**src/rtl/irrx_pkg.sv**
```systemverilog
package irrx_pkg;
  typedef enum logic [1:0] {
    MODE_PERIOD   = 2'b00,
    MODE_OVS      = 2'b01,
    MODE_OVS_SYNC = 2'b10,
    MODE_LOOP     = 2'b11
  } smode_e;

  localparam int BYTE_W = 8;
endpackage

```
**src/rtl/irrx_runlen.sv**
```systemverilog
module irrx_runlen #(
  parameter int LEN_W = 7
) (
  input  logic           clk,
  input  logic           rst,
  input  logic           clr,
  input  logic           en,
  input  logic           tick,
  input  logic           smp,
  output logic           out_valid,
  output logic [LEN_W:0] out_byte
);
  localparam logic [LEN_W-1:0] LAST = LEN_W'((2 ** LEN_W) - 2);

  logic             run_valid;
  logic             level;
  logic [LEN_W-1:0] cnt;

  always_ff @(posedge clk) begin
    if (rst || clr) begin
      run_valid <= 1'b0;
      level     <= 1'b0;
      cnt       <= '0;
      out_valid <= 1'b0;
      out_byte  <= '0;
    end else begin
      out_valid <= 1'b0;
      if (en && tick) begin
        if (!run_valid) begin
          run_valid <= 1'b1;
          level     <= smp;
          cnt       <= '0;
        end else if (smp != level) begin
          out_valid <= 1'b1;
          out_byte  <= {level, cnt};
          level     <= smp;
          cnt       <= '0;
        end else if (cnt == LAST) begin
          out_valid <= 1'b1;
          out_byte  <= {level, {LEN_W{1'b1}}};
          run_valid <= 1'b0;
        end else begin
          cnt <= cnt + 1'b1;
        end
      end
    end
  end

  // the stored length never reaches the saturated value
  p_len_cap_r4: assert property (@(posedge clk) disable iff (rst)
    run_valid |-> (cnt <= LAST));

  // a level change closes the run with the old level in the top bit
  p_emit_on_change_r3: assert property (@(posedge clk) disable iff (rst)
    (en && tick && !clr && run_valid && (smp != level))
      |=> (out_valid && (out_byte[LEN_W] == $past(level))));
endmodule

```
**src/rtl/irrx_oversample.sv**
```systemverilog
module irrx_oversample #(
  parameter int W = 8
) (
  input  logic         clk,
  input  logic         rst,
  input  logic         clr,
  input  logic         en,
  input  logic         resync,
  input  logic         tick,
  input  logic         smp,
  output logic         out_valid,
  output logic [W-1:0] out_byte
);
  localparam int            BC_W  = $clog2(W);
  localparam logic [BC_W-1:0] LASTB = BC_W'(W - 1);

  logic [W-1:0]    sr;
  logic [BC_W-1:0] bc;
  logic            prev;
  logic            prev_valid;
  logic            edge_seen;

  assign edge_seen = resync && prev_valid && (smp != prev);

  always_ff @(posedge clk) begin
    if (rst || clr) begin
      sr         <= '0;
      bc         <= '0;
      prev       <= 1'b0;
      prev_valid <= 1'b0;
      out_valid  <= 1'b0;
      out_byte   <= '0;
    end else begin
      out_valid <= 1'b0;
      if (en && tick) begin
        prev       <= smp;
        prev_valid <= 1'b1;
        if (edge_seen) begin
          sr <= {{(W-1){1'b0}}, smp};
          bc <= BC_W'(1);
        end else begin
          sr <= {sr[W-2:0], smp};
          if (bc == LASTB) begin
            out_valid <= 1'b1;
            out_byte  <= {sr[W-2:0], smp};
            bc        <= '0;
          end else begin
            bc <= bc + 1'b1;
          end
        end
      end
    end
  end

  // an edge in re-sync mode restarts the packing count
  p_edge_restart_r7: assert property (@(posedge clk) disable iff (rst)
    (en && tick && !clr && edge_seen) |=> (bc == BC_W'(1) && !out_valid));
endmodule

```
**src/rtl/irrx_fifo.sv**
```systemverilog
module irrx_fifo #(
  parameter int DEPTH = 16,
  parameter int W     = 8
) (
  input  logic         clk,
  input  logic         rst,
  input  logic         wr,
  input  logic [W-1:0] din,
  input  logic         rd,
  output logic [W-1:0] dout,
  output logic         empty,
  output logic         full,
  output logic         drop,
  output logic         wr_ok
);
  localparam int          AW   = $clog2(DEPTH);
  localparam logic [AW:0] FULL = (AW+1)'(DEPTH);

  logic [W-1:0]  mem [DEPTH];
  logic [AW-1:0] wp, rp;
  logic [AW:0]   count;
  logic          rd_ok;

  assign empty = (count == '0);
  assign full  = (count == FULL);
  assign rd_ok = rd && !empty;
  assign wr_ok = wr && (!full || rd_ok);
  assign drop  = wr && !wr_ok;
  assign dout  = mem[rp];

  always_ff @(posedge clk) begin
    if (wr_ok) mem[wp] <= din;
  end

  always_ff @(posedge clk) begin
    if (rst) begin
      wp    <= '0;
      rp    <= '0;
      count <= '0;
    end else begin
      if (wr_ok) wp <= wp + 1'b1;
      if (rd_ok) rp <= rp + 1'b1;
      case ({wr_ok, rd_ok})
        2'b10:   count <= count + 1'b1;
        2'b01:   count <= count - 1'b1;
        default: count <= count;
      endcase
    end
  end

  // occupancy never passes the depth
  p_no_overflow_r10: assert property (@(posedge clk) disable iff (rst)
    count <= FULL);

  // popping an empty FIFO leaves it empty
  p_pop_empty_r12: assert property (@(posedge clk) disable iff (rst)
    (rd && empty && !wr) |=> empty);
endmodule

```
**src/rtl/irrx_sampler.sv**
```systemverilog
module irrx_sampler
  import irrx_pkg::*;
#(
  parameter int DEPTH         = 16,
  parameter int TIMEOUT_TICKS = 64,
  parameter int LEN_W         = 7
) (
  input  logic       clk,
  input  logic       rst,
  input  logic       tick,
  input  logic       rx_in,
  input  logic       reg_wr,
  input  logic       reg_rd,
  input  logic       reg_addr,
  input  logic [7:0] reg_wdata,
  output logic [7:0] reg_rdata,
  input  logic       fifo_rd,
  output logic [7:0] fifo_dout,
  output logic       fifo_empty
);
  localparam int            TO_W   = $clog2(TIMEOUT_TICKS + 1);
  localparam logic [TO_W-1:0] TO_LIM = TO_W'(TIMEOUT_TICKS);

  smode_e            mode_q;
  logic              inv_q;
  logic              cfg_wr, st_rd, smp;
  logic              rl_en, os_en, resync, loop_push;
  logic              rl_v, os_v;
  logic [LEN_W:0]    rl_b;
  logic [BYTE_W-1:0] os_b;
  logic              push;
  logic [BYTE_W-1:0] push_b;
  logic              full, drop, push_acc;
  logic              ovr_q, to_q;
  logic [TO_W-1:0]   idle_q;

  assign cfg_wr    = reg_wr && reg_addr;
  assign st_rd     = reg_rd && !reg_addr;
  assign smp       = rx_in ^ inv_q;
  assign rl_en     = (mode_q == MODE_PERIOD);
  assign os_en     = (mode_q == MODE_OVS) || (mode_q == MODE_OVS_SYNC);
  assign resync    = (mode_q == MODE_OVS_SYNC);
  assign loop_push = reg_wr && !reg_addr && (mode_q == MODE_LOOP);

  always_ff @(posedge clk) begin
    if (rst) begin
      mode_q <= MODE_PERIOD;
      inv_q  <= 1'b0;
    end else if (cfg_wr) begin
      mode_q <= smode_e'(reg_wdata[7:6]);
      inv_q  <= reg_wdata[0];
    end
  end

  irrx_runlen #(.LEN_W(LEN_W)) u_runlen (
    .clk(clk), .rst(rst), .clr(cfg_wr), .en(rl_en), .tick(tick), .smp(smp),
    .out_valid(rl_v), .out_byte(rl_b)
  );

  irrx_oversample #(.W(BYTE_W)) u_ovs (
    .clk(clk), .rst(rst), .clr(cfg_wr), .en(os_en), .resync(resync),
    .tick(tick), .smp(smp), .out_valid(os_v), .out_byte(os_b)
  );

  always_comb begin
    push   = 1'b0;
    push_b = '0;
    if (loop_push) begin
      push   = 1'b1;
      push_b = reg_wdata;
    end else if (rl_v) begin
      push   = 1'b1;
      push_b = BYTE_W'(rl_b);
    end else if (os_v) begin
      push   = 1'b1;
      push_b = os_b;
    end
  end

  irrx_fifo #(.DEPTH(DEPTH), .W(BYTE_W)) u_fifo (
    .clk(clk), .rst(rst), .wr(push), .din(push_b), .rd(fifo_rd),
    .dout(fifo_dout), .empty(fifo_empty), .full(full), .drop(drop),
    .wr_ok(push_acc)
  );

  always_ff @(posedge clk) begin
    if (rst) begin
      ovr_q     <= 1'b0;
      to_q      <= 1'b0;
      idle_q    <= '0;
      reg_rdata <= '0;
    end else begin
      if (drop)       ovr_q <= 1'b1;
      else if (st_rd) ovr_q <= 1'b0;

      if (fifo_empty || push_acc) idle_q <= '0;
      else if (tick && idle_q != TO_LIM) idle_q <= idle_q + 1'b1;

      if (!fifo_empty && !push_acc && tick && idle_q == TO_LIM - 1'b1) to_q <= 1'b1;
      else if (st_rd) to_q <= 1'b0;

      if (reg_rd) begin
        if (reg_addr) reg_rdata <= {mode_q, 5'b0, inv_q};
        else          reg_rdata <= {5'b0, to_q, ovr_q, !fifo_empty};
      end
    end
  end

  // a dropped byte always leaves the overrun flag set
  p_ovr_set_r10: assert property (@(posedge clk) disable iff (rst)
    drop |=> ovr_q);

  // the idle limit reached on a tick raises the time-out flag
  p_timeout_r11: assert property (@(posedge clk) disable iff (rst)
    (tick && !fifo_empty && !push_acc && idle_q == TO_LIM - 1'b1) |=> to_q);

  // in loop-test mode the samplers stay silent
  p_loop_quiet_r8: assert property (@(posedge clk) disable iff (rst)
    (mode_q == MODE_LOOP && !cfg_wr) |=> !(rl_v || os_v));
endmodule

```
**config.mk**
```make
export PLATFORM = sky130hd
export DESIGN_NAME = irrx_sampler
export DESIGN_NICKNAME = d
export VERILOG_FILES = /design/src/rtl/irrx_pkg.sv /design/src/rtl/irrx_runlen.sv /design/src/rtl/irrx_oversample.sv /design/src/rtl/irrx_fifo.sv /design/src/rtl/irrx_sampler.sv
export SDC_FILE = /design/constraint.sdc
export NUM_CORES = 1
export LEC_CHECK = 0
export ABC_AREA = 1
export ABC_CLOCK_PERIOD_IN_PS = 2600
export BUFFER_PORTS_ARGS = -buffer_cell sky130_fd_sc_hd__buf_2
export CAP_MARGIN = 5
export CORE_MARGIN = 4
export CORE_UTILIZATION = 49
export CTS_CLUSTER_SIZE = 8
export DETAILED_ROUTE_END_ITERATION = 6
export GPL_TIMING_DRIVEN = 0
export HOLD_SLACK_MARGIN = 0.05
export PLACE_DENSITY = 0.69
export SYNTH_ARGS = -nofsm -noshare
export SYNTH_HDL_FRONTEND = slang
export SYNTH_SLANG_ARGS = --single-unit
```
**constraint.sdc**
```tcl
create_clock -name clk -period 2.6 [get_ports clk]
set_clock_uncertainty 0.15 [all_clocks]
set_input_delay 0.26 -clock clk [delete_from_list [all_inputs] [get_ports clk]]
set_output_delay 0.26 -clock clk [all_outputs]
set_load 0.02 [all_outputs]
```
Word level (Yosys, flattened, before mapping)

Memory sizes are Yosys's and may differ from the RTL's. A register that Yosys moved wholly into a read port is not among the register bits.
Cells that the tools add are included.

Register bits: 72
Bits in writable memories: 128
Output and inout port bits: 17
Logic and storage cells: 114
Memories kept: 1

$add $sub $neg: 7
Equality and inequality tests: 14
Muxes and demuxes: 31
Bitwise operators: 5
Reductions and logical operators: 36

Memories:

| memory     | words | bits a word | rd ports | clocked after memory_dff | write ports | line            | text |
|---|---|---|---|---|---|---|---|
| u_fifo.mem | 16    | 8           | 1        | 1                        | 1           | irrx_fifo.sv:19 | `logic [W-1:0] mem [DEPTH];` |

Operators by type and width:

| kind                                              | count |
|---|---|
| 2-to-1 mux 8 bit                                  | 6 |
| 2-to-1 mux 7 bit                                  | 4 |
| 2-to-1 mux 1 bit                                  | 16 |
| logical AND 1 bit                                 | 15 |
| adder 7 x 1 -> 7 bit (second input constant)      | 2 |
| case mux 5 bit (2 select lines)                   | 1 |
| adder 4 x 1 -> 4 bit (second input constant)      | 2 |
| 2-to-1 mux 4 bit                                  | 2 |
| nonzero test 2 bit                                | 4 |
| == test 7 x 6 -> 1 bit (second input constant)    | 1 |
| == test 7 bit (second input constant)             | 1 |
| inequality test 7 bit (second input constant)     | 1 |
| == test 2 bit (second input constant)             | 3 |
| 2-to-1 mux 3 bit                                  | 2 |
| AND reduction 3 bit                               | 2 |
| OR reduction 3 bit                                | 2 |
| adder 5 x 1 -> 5 bit (second input constant)      | 1 |
| == test 5 bit (second input constant)             | 1 |
| zero test 5 bit                                   | 1 |
| subtractor 5 x 1 -> 5 bit (second input constant) | 1 |
| == test 2 x 1 -> 1 bit (second input constant)    | 2 |
| zero test 1 bit                                   | 4 |
| logical OR 1 bit                                  | 4 |
| inverter 1 bit                                    | 4 |
| 9 further kinds                                   | 11 |

Depth between registers and ports, before layout

Depth in word-level cells: 10
Gate-level depth with buffers: 18
Gate-level depth less buffers: 16

Hierarchy

A second synthesis with hierarchy kept.

Cells, all modules: 927
Area total of the unflattened synthesis: 9081.2 um^2

By module, submodules not included:

| module          | times used | cells each | area an instance (um^2) | sequential area each (um^2) |
|---|---|---|---|---|
| irrx_fifo       | 1          | 541        | 6266.0                  | 4184.0 |
| irrx_sampler    | 1          | 157        | 1039.7                  | 340.3 |
| irrx_runlen     | 1          | 130        | 925.9                   | 360.3 |
| irrx_oversample | 1          | 99         | 849.6                   | 400.4 |

Least setup slack after synthesis

OpenSTA, ideal clock, no wires.

Kind: flip-flop to flip-flop
Start point: reg u_fifo.count[0]
End point: reg u_fifo.count[4]
Arrival: 2.137 ns
Slack: 0.182 ns
Stages on the path, launching flop included: 18
Buffers on the path: 2
Path through: dfxtp_1 nor2_2 nand3_1 nor2_1 nand2_4 nand2_4 buf_4 ha_1 clkbuf_2 xor2_1 ha_1 inv_1 nand2_1 nand3_1 nand3b_1 nand2_1 nand2_1 a21oi_1

Cells in the longest elaborated chain, start to end: 7
Elaborated cells between the ends (all ways): 13
Those cells by class: 2 x add/sub; 3 x eq/ne; 1 x mux; 7 x reduce/logical

RTL lines:

| element                                                               | line            | text |
|---|---|---|
| start, declared                                                       | irrx_fifo.sv:21 | `logic [AW:0] count;` |
| start signal, assigned                                                | irrx_fifo.sv:44 | `2'b10: count <= count + 1'b1;` |
| start signal, assigned                                                | irrx_fifo.sv:45 | `2'b01: count <= count - 1'b1;` |
| start signal, assigned                                                | irrx_fifo.sv:46 | `default: count <= count;` |
| zero test 5 bit                                                       | irrx_fifo.sv:24 | `assign empty = (count == '0);` |
| zero test 1 bit                                                       | irrx_fifo.sv:26 | `assign rd_ok = rd && !empty;` |
| logical AND 1 bit                                                     | irrx_fifo.sv:26 |  |
| logical OR 1 bit                                                      | irrx_fifo.sv:27 | `assign wr_ok = wr && (!full \|\| rd_ok);` |
| logical AND 1 bit                                                     | irrx_fifo.sv:27 |  |
| == test 2 x 1 -> 1 bit or == test 2 bit (tied branches)               | irrx_fifo.sv:43 | `case ({wr_ok, rd_ok})` |
| case mux 5 bit (2 select lines) or nonzero test 2 bit (tied branches) | n/a             |  |

Several ways; a longest one is shown, not always the timed one.
A chain may end at the register's enable or synchronous reset.

Final worst setup path

Start point: reg mode_q[1]
End point: mem u_fifo.mem[14][3], data pin

Cells in the longest elaborated chain, start to end: 3

RTL lines:

| element                | line               | text |
|---|---|---|
| start, declared        | irrx_sampler.sv:24 | `smode_e mode_q;` |
| start signal, assigned | irrx_sampler.sv:50 | `mode_q <= smode_e'(reg_wdata[7:6]);` |
| == test 2 bit          | irrx_sampler.sv:43 | `assign loop_push = reg_wr && !reg_addr && (mode_q == MODE_LOOP);` |
| logical AND 1 bit      | irrx_sampler.sv:43 |  |
| 2-to-1 mux 8 bit       | irrx_sampler.sv:68 | `if (loop_push) begin` |
| net push_b[3]          | irrx_sampler.sv:32 | `logic [BYTE_W-1:0] push_b;` |
| end, declared          | irrx_fifo.sv:19    |  |

The timed path passes the listed nets, and every way through them passes these cells.

==> metrics.yaml <==
status:
  status: "completed"
synthesis:
  synth.area.top_cells: "edfxtp_1 (44%), dfxtp_1 (16%), o21ai_0 (5.3%)"
  synth_cells: 887
  synth_top_cell_by_area: "edfxtp_1"
  yosys.area.top_type_share_pct: 43.9
  yosysWarningCount: 0
  ys_types: 37
  synth_seq_cells: 200
  syn_area_per_cell_um2: 9.87
  syn_area_um2: 8750
  seq_area_frac_synth_pct: 60.4
global_route:
  grt_usage_pct: 21.3
  grt_overflow: 0
  antenna_found_initial: 0
  first_global_vias: 6215
  grt_max_degree: 18
  grt_pass1_wl_mm: 33.1
finish:
  antenna_cells: 0
  drive_gt1_share_pct: 18.4
  final_util_pct: 58.6
  mostFrequentLayoutCells: "edfxtp_1 (128), nand2_1 (121), nor2_1 (120)"
  num-nets-final: 1002
  final_common_cell: "edfxtp_1"
  syn2layout_area_growth_pct: 16.7
  fillerInstances: 1470
critical_path:
  worstPathArrival_ps: 2380
  required_ps: 2530
  startpoint_type: "register"
  crit_fanout: 16
  end_kind: "register"
  path_class: "reg -> reg"
die:
  die_h_um: 142
  rows: 48
  dieArea_um2: 20100
  start_util_pct: 50.2
  core_um2: 17400
  pin_count: 33
  die_w_um: 142
power_and_ir_drop:
  internal_power_mw: 5.84
  power_frac_seq_pct: 40.9
  combPwrFrac_pct: 27.6
  p_leak_nw: 3.57
  p_sw_mw: 2.88
  ir_worst_vdd_uv: 606
  swShare_pct: 33.0
  clkPwrFrac_pct: 31.5
  powerDensity_nw_per_um2: 855
sta:
  hold_violations: 0
  report.final.slew_viol_count: 0
  worstMarginPinSlew_ps: 1170
  slew_headroom_pct: 21.8
  fin_tns_setup_ps: 0
  min_period_ps: 2450
  max_freq_ghz: 0.408
  hold_ws_ps: 84.7
  setup_viol: 0
  rsz0062_at_grt: "true"
  min_period_over_period_pct: 94.3
clock_tree:
  htree_levels: 4
  cts.sinks: 200
  cts_buffers: 17
  cts_tree: "done"
  clockRootBuffer: "clkbuf_16"
  insertion_delay_ps: 440
  clk_pin_slew_ps: 70
  clockBufferDepth: 2
run:
  max_cap_violations: 0
placement:
  portBuffers: 28
  routabilityCongestion: 0.872
  dpl.hpwl_mm: 13.9
drt:
  drc: 0
  avgRoutedWirePerCell_um: 17.0
  dr.pass1.iters: 5
  drtIter0Drc: 569
  via_count: 6511
  drt_wl_total_mm: 20.5
  drtAntennaViolNets: 0
  avgViaCountPerCell: 5.39
hold_path:
  hold_class: "in -> reg"
==> stage by stage <==
step | instances | power [mW] | area (um2) | setup slack [ps]
floorplan | 889 | 5.13 | 8760 | 182
global placement | 1142 | 5.77 | 9180 | -323
detailed placement | 1153 | 5.79 | 9270 | -286
CTS | 1197 | 8.63 | 10100 | -36.4
global route | 1207 | 9.15 | 10200 | -57.5
finish | 1207 | 8.73 | 10200 | 148
==> synth_stat cells, drive strengths merged <==
cell    instances
clkbuf         26
a21oi          59
a31oi           8
or2             1
ha             17
nor3           18
edfxtp        128
conb            1
nand4           4
xor2            5
nand3          62
nand3b          2
nand2         135
xnor2           5
dfxtp          72
o211ai         24
nor2          127
o21ai         103
or3             1
o221ai          8
buf            15
inv            66
==> logic make-up after synthesis <==
logic type | share of synthesized area [%]
other cells | 0.0429
xor+xnor | 1.00
fa+ha+maj | 2.43
buf+inv | 5.23
simple gates | 17.7
compound gates | 13.2
flops | 60.4
==> cell type report <==
| class | count | area [um2] | area share, % |
|---|---|---|---|
| timing repair buffer | 61 | 400 | 3.92 |
| clock buffer | 20 | 447 | 4.37 |
| inverter | 66 | 248 | 2.43 |
| multi-input combinational | 582 | 3120 | 30.6 |
| buffer | 41 | 253 | 2.48 |
| clock inverter | 12 | 168 | 1.64 |
| tap | 225 | 282 | 2.76 |
| sequential | 200 | 5290 | 51.9 |
==> sequential cells by signal, summed over array words and instances, names as in the netlist, named ones only <==
signal / count
u_fifo.mem: 128
u_ovs.out_byte: 8
u_runlen.out_byte: 8
idle_q: 7
u_ovs.sr: 7
u_runlen.cnt: 7
reg_rdata: 5
u_fifo.count: 5
u_fifo.rp: 4
u_fifo.wp: 4
u_ovs.bc: 3
mode_q: 2
inv_q: 1
ovr_q: 1
to_q: 1
u_ovs.out_valid: 1
u_ovs.prev_valid: 1
u_runlen.level: 1
u_runlen.out_valid: 1
u_runlen.run_valid: 1
==> path summary, 6_finish.rpt <==
kind	from	to	slack [ps]	cells past startpoint
hold / removal	rst	u_fifo.count[4]	80	2
setup reg to reg	mode_q[1]	u_fifo.mem[14][3]	150	5
setup / recovery	mode_q[1]	u_fifo.mem[14][3]	150	5
hold reg to reg	u_ovs.out_byte[7]	u_ovs.out_byte[7]	320	2
==> worst max-delay path, cell delays in order (launching register included) <==
cell and delay, ps:
dfxtp_4 370, ha_2 190, nand3_4 90, buf_4 160, buf_2 180, a31oi_1 940
==> power groups by stage <==
stage | clock network, mW | logic [mW] | registers, mW
2_1_floorplan | 0 | 1.53 | 3.59
3_3_place_gp | 0 | 2.15 | 3.62
3_5_place_dp | 0 | 2.18 | 3.62
4_1_cts | 2.77 | 2.31 | 3.55
5_1_grt | 2.88 | 2.69 | 3.58
6_report | 2.75 | 2.41 | 3.57
==> timing repair <==
item                       CTS  global route
gates resized for setup     24            29
pin swaps                    4             6
hold endpoints to repair     8             0
hold buffers                 9             0
buffers inserted             3             6
setup endpoints to repair   88            16
==> per-layer routing <==
metal  global-route usage, %  routed length [um]
met5                       0                   0
met4                    7.63                 377
met3                    3.51                1180
met2                    35.2                9950
met1                    28.5                8960
No activity file was read; power rests on OpenSTA's default activity.
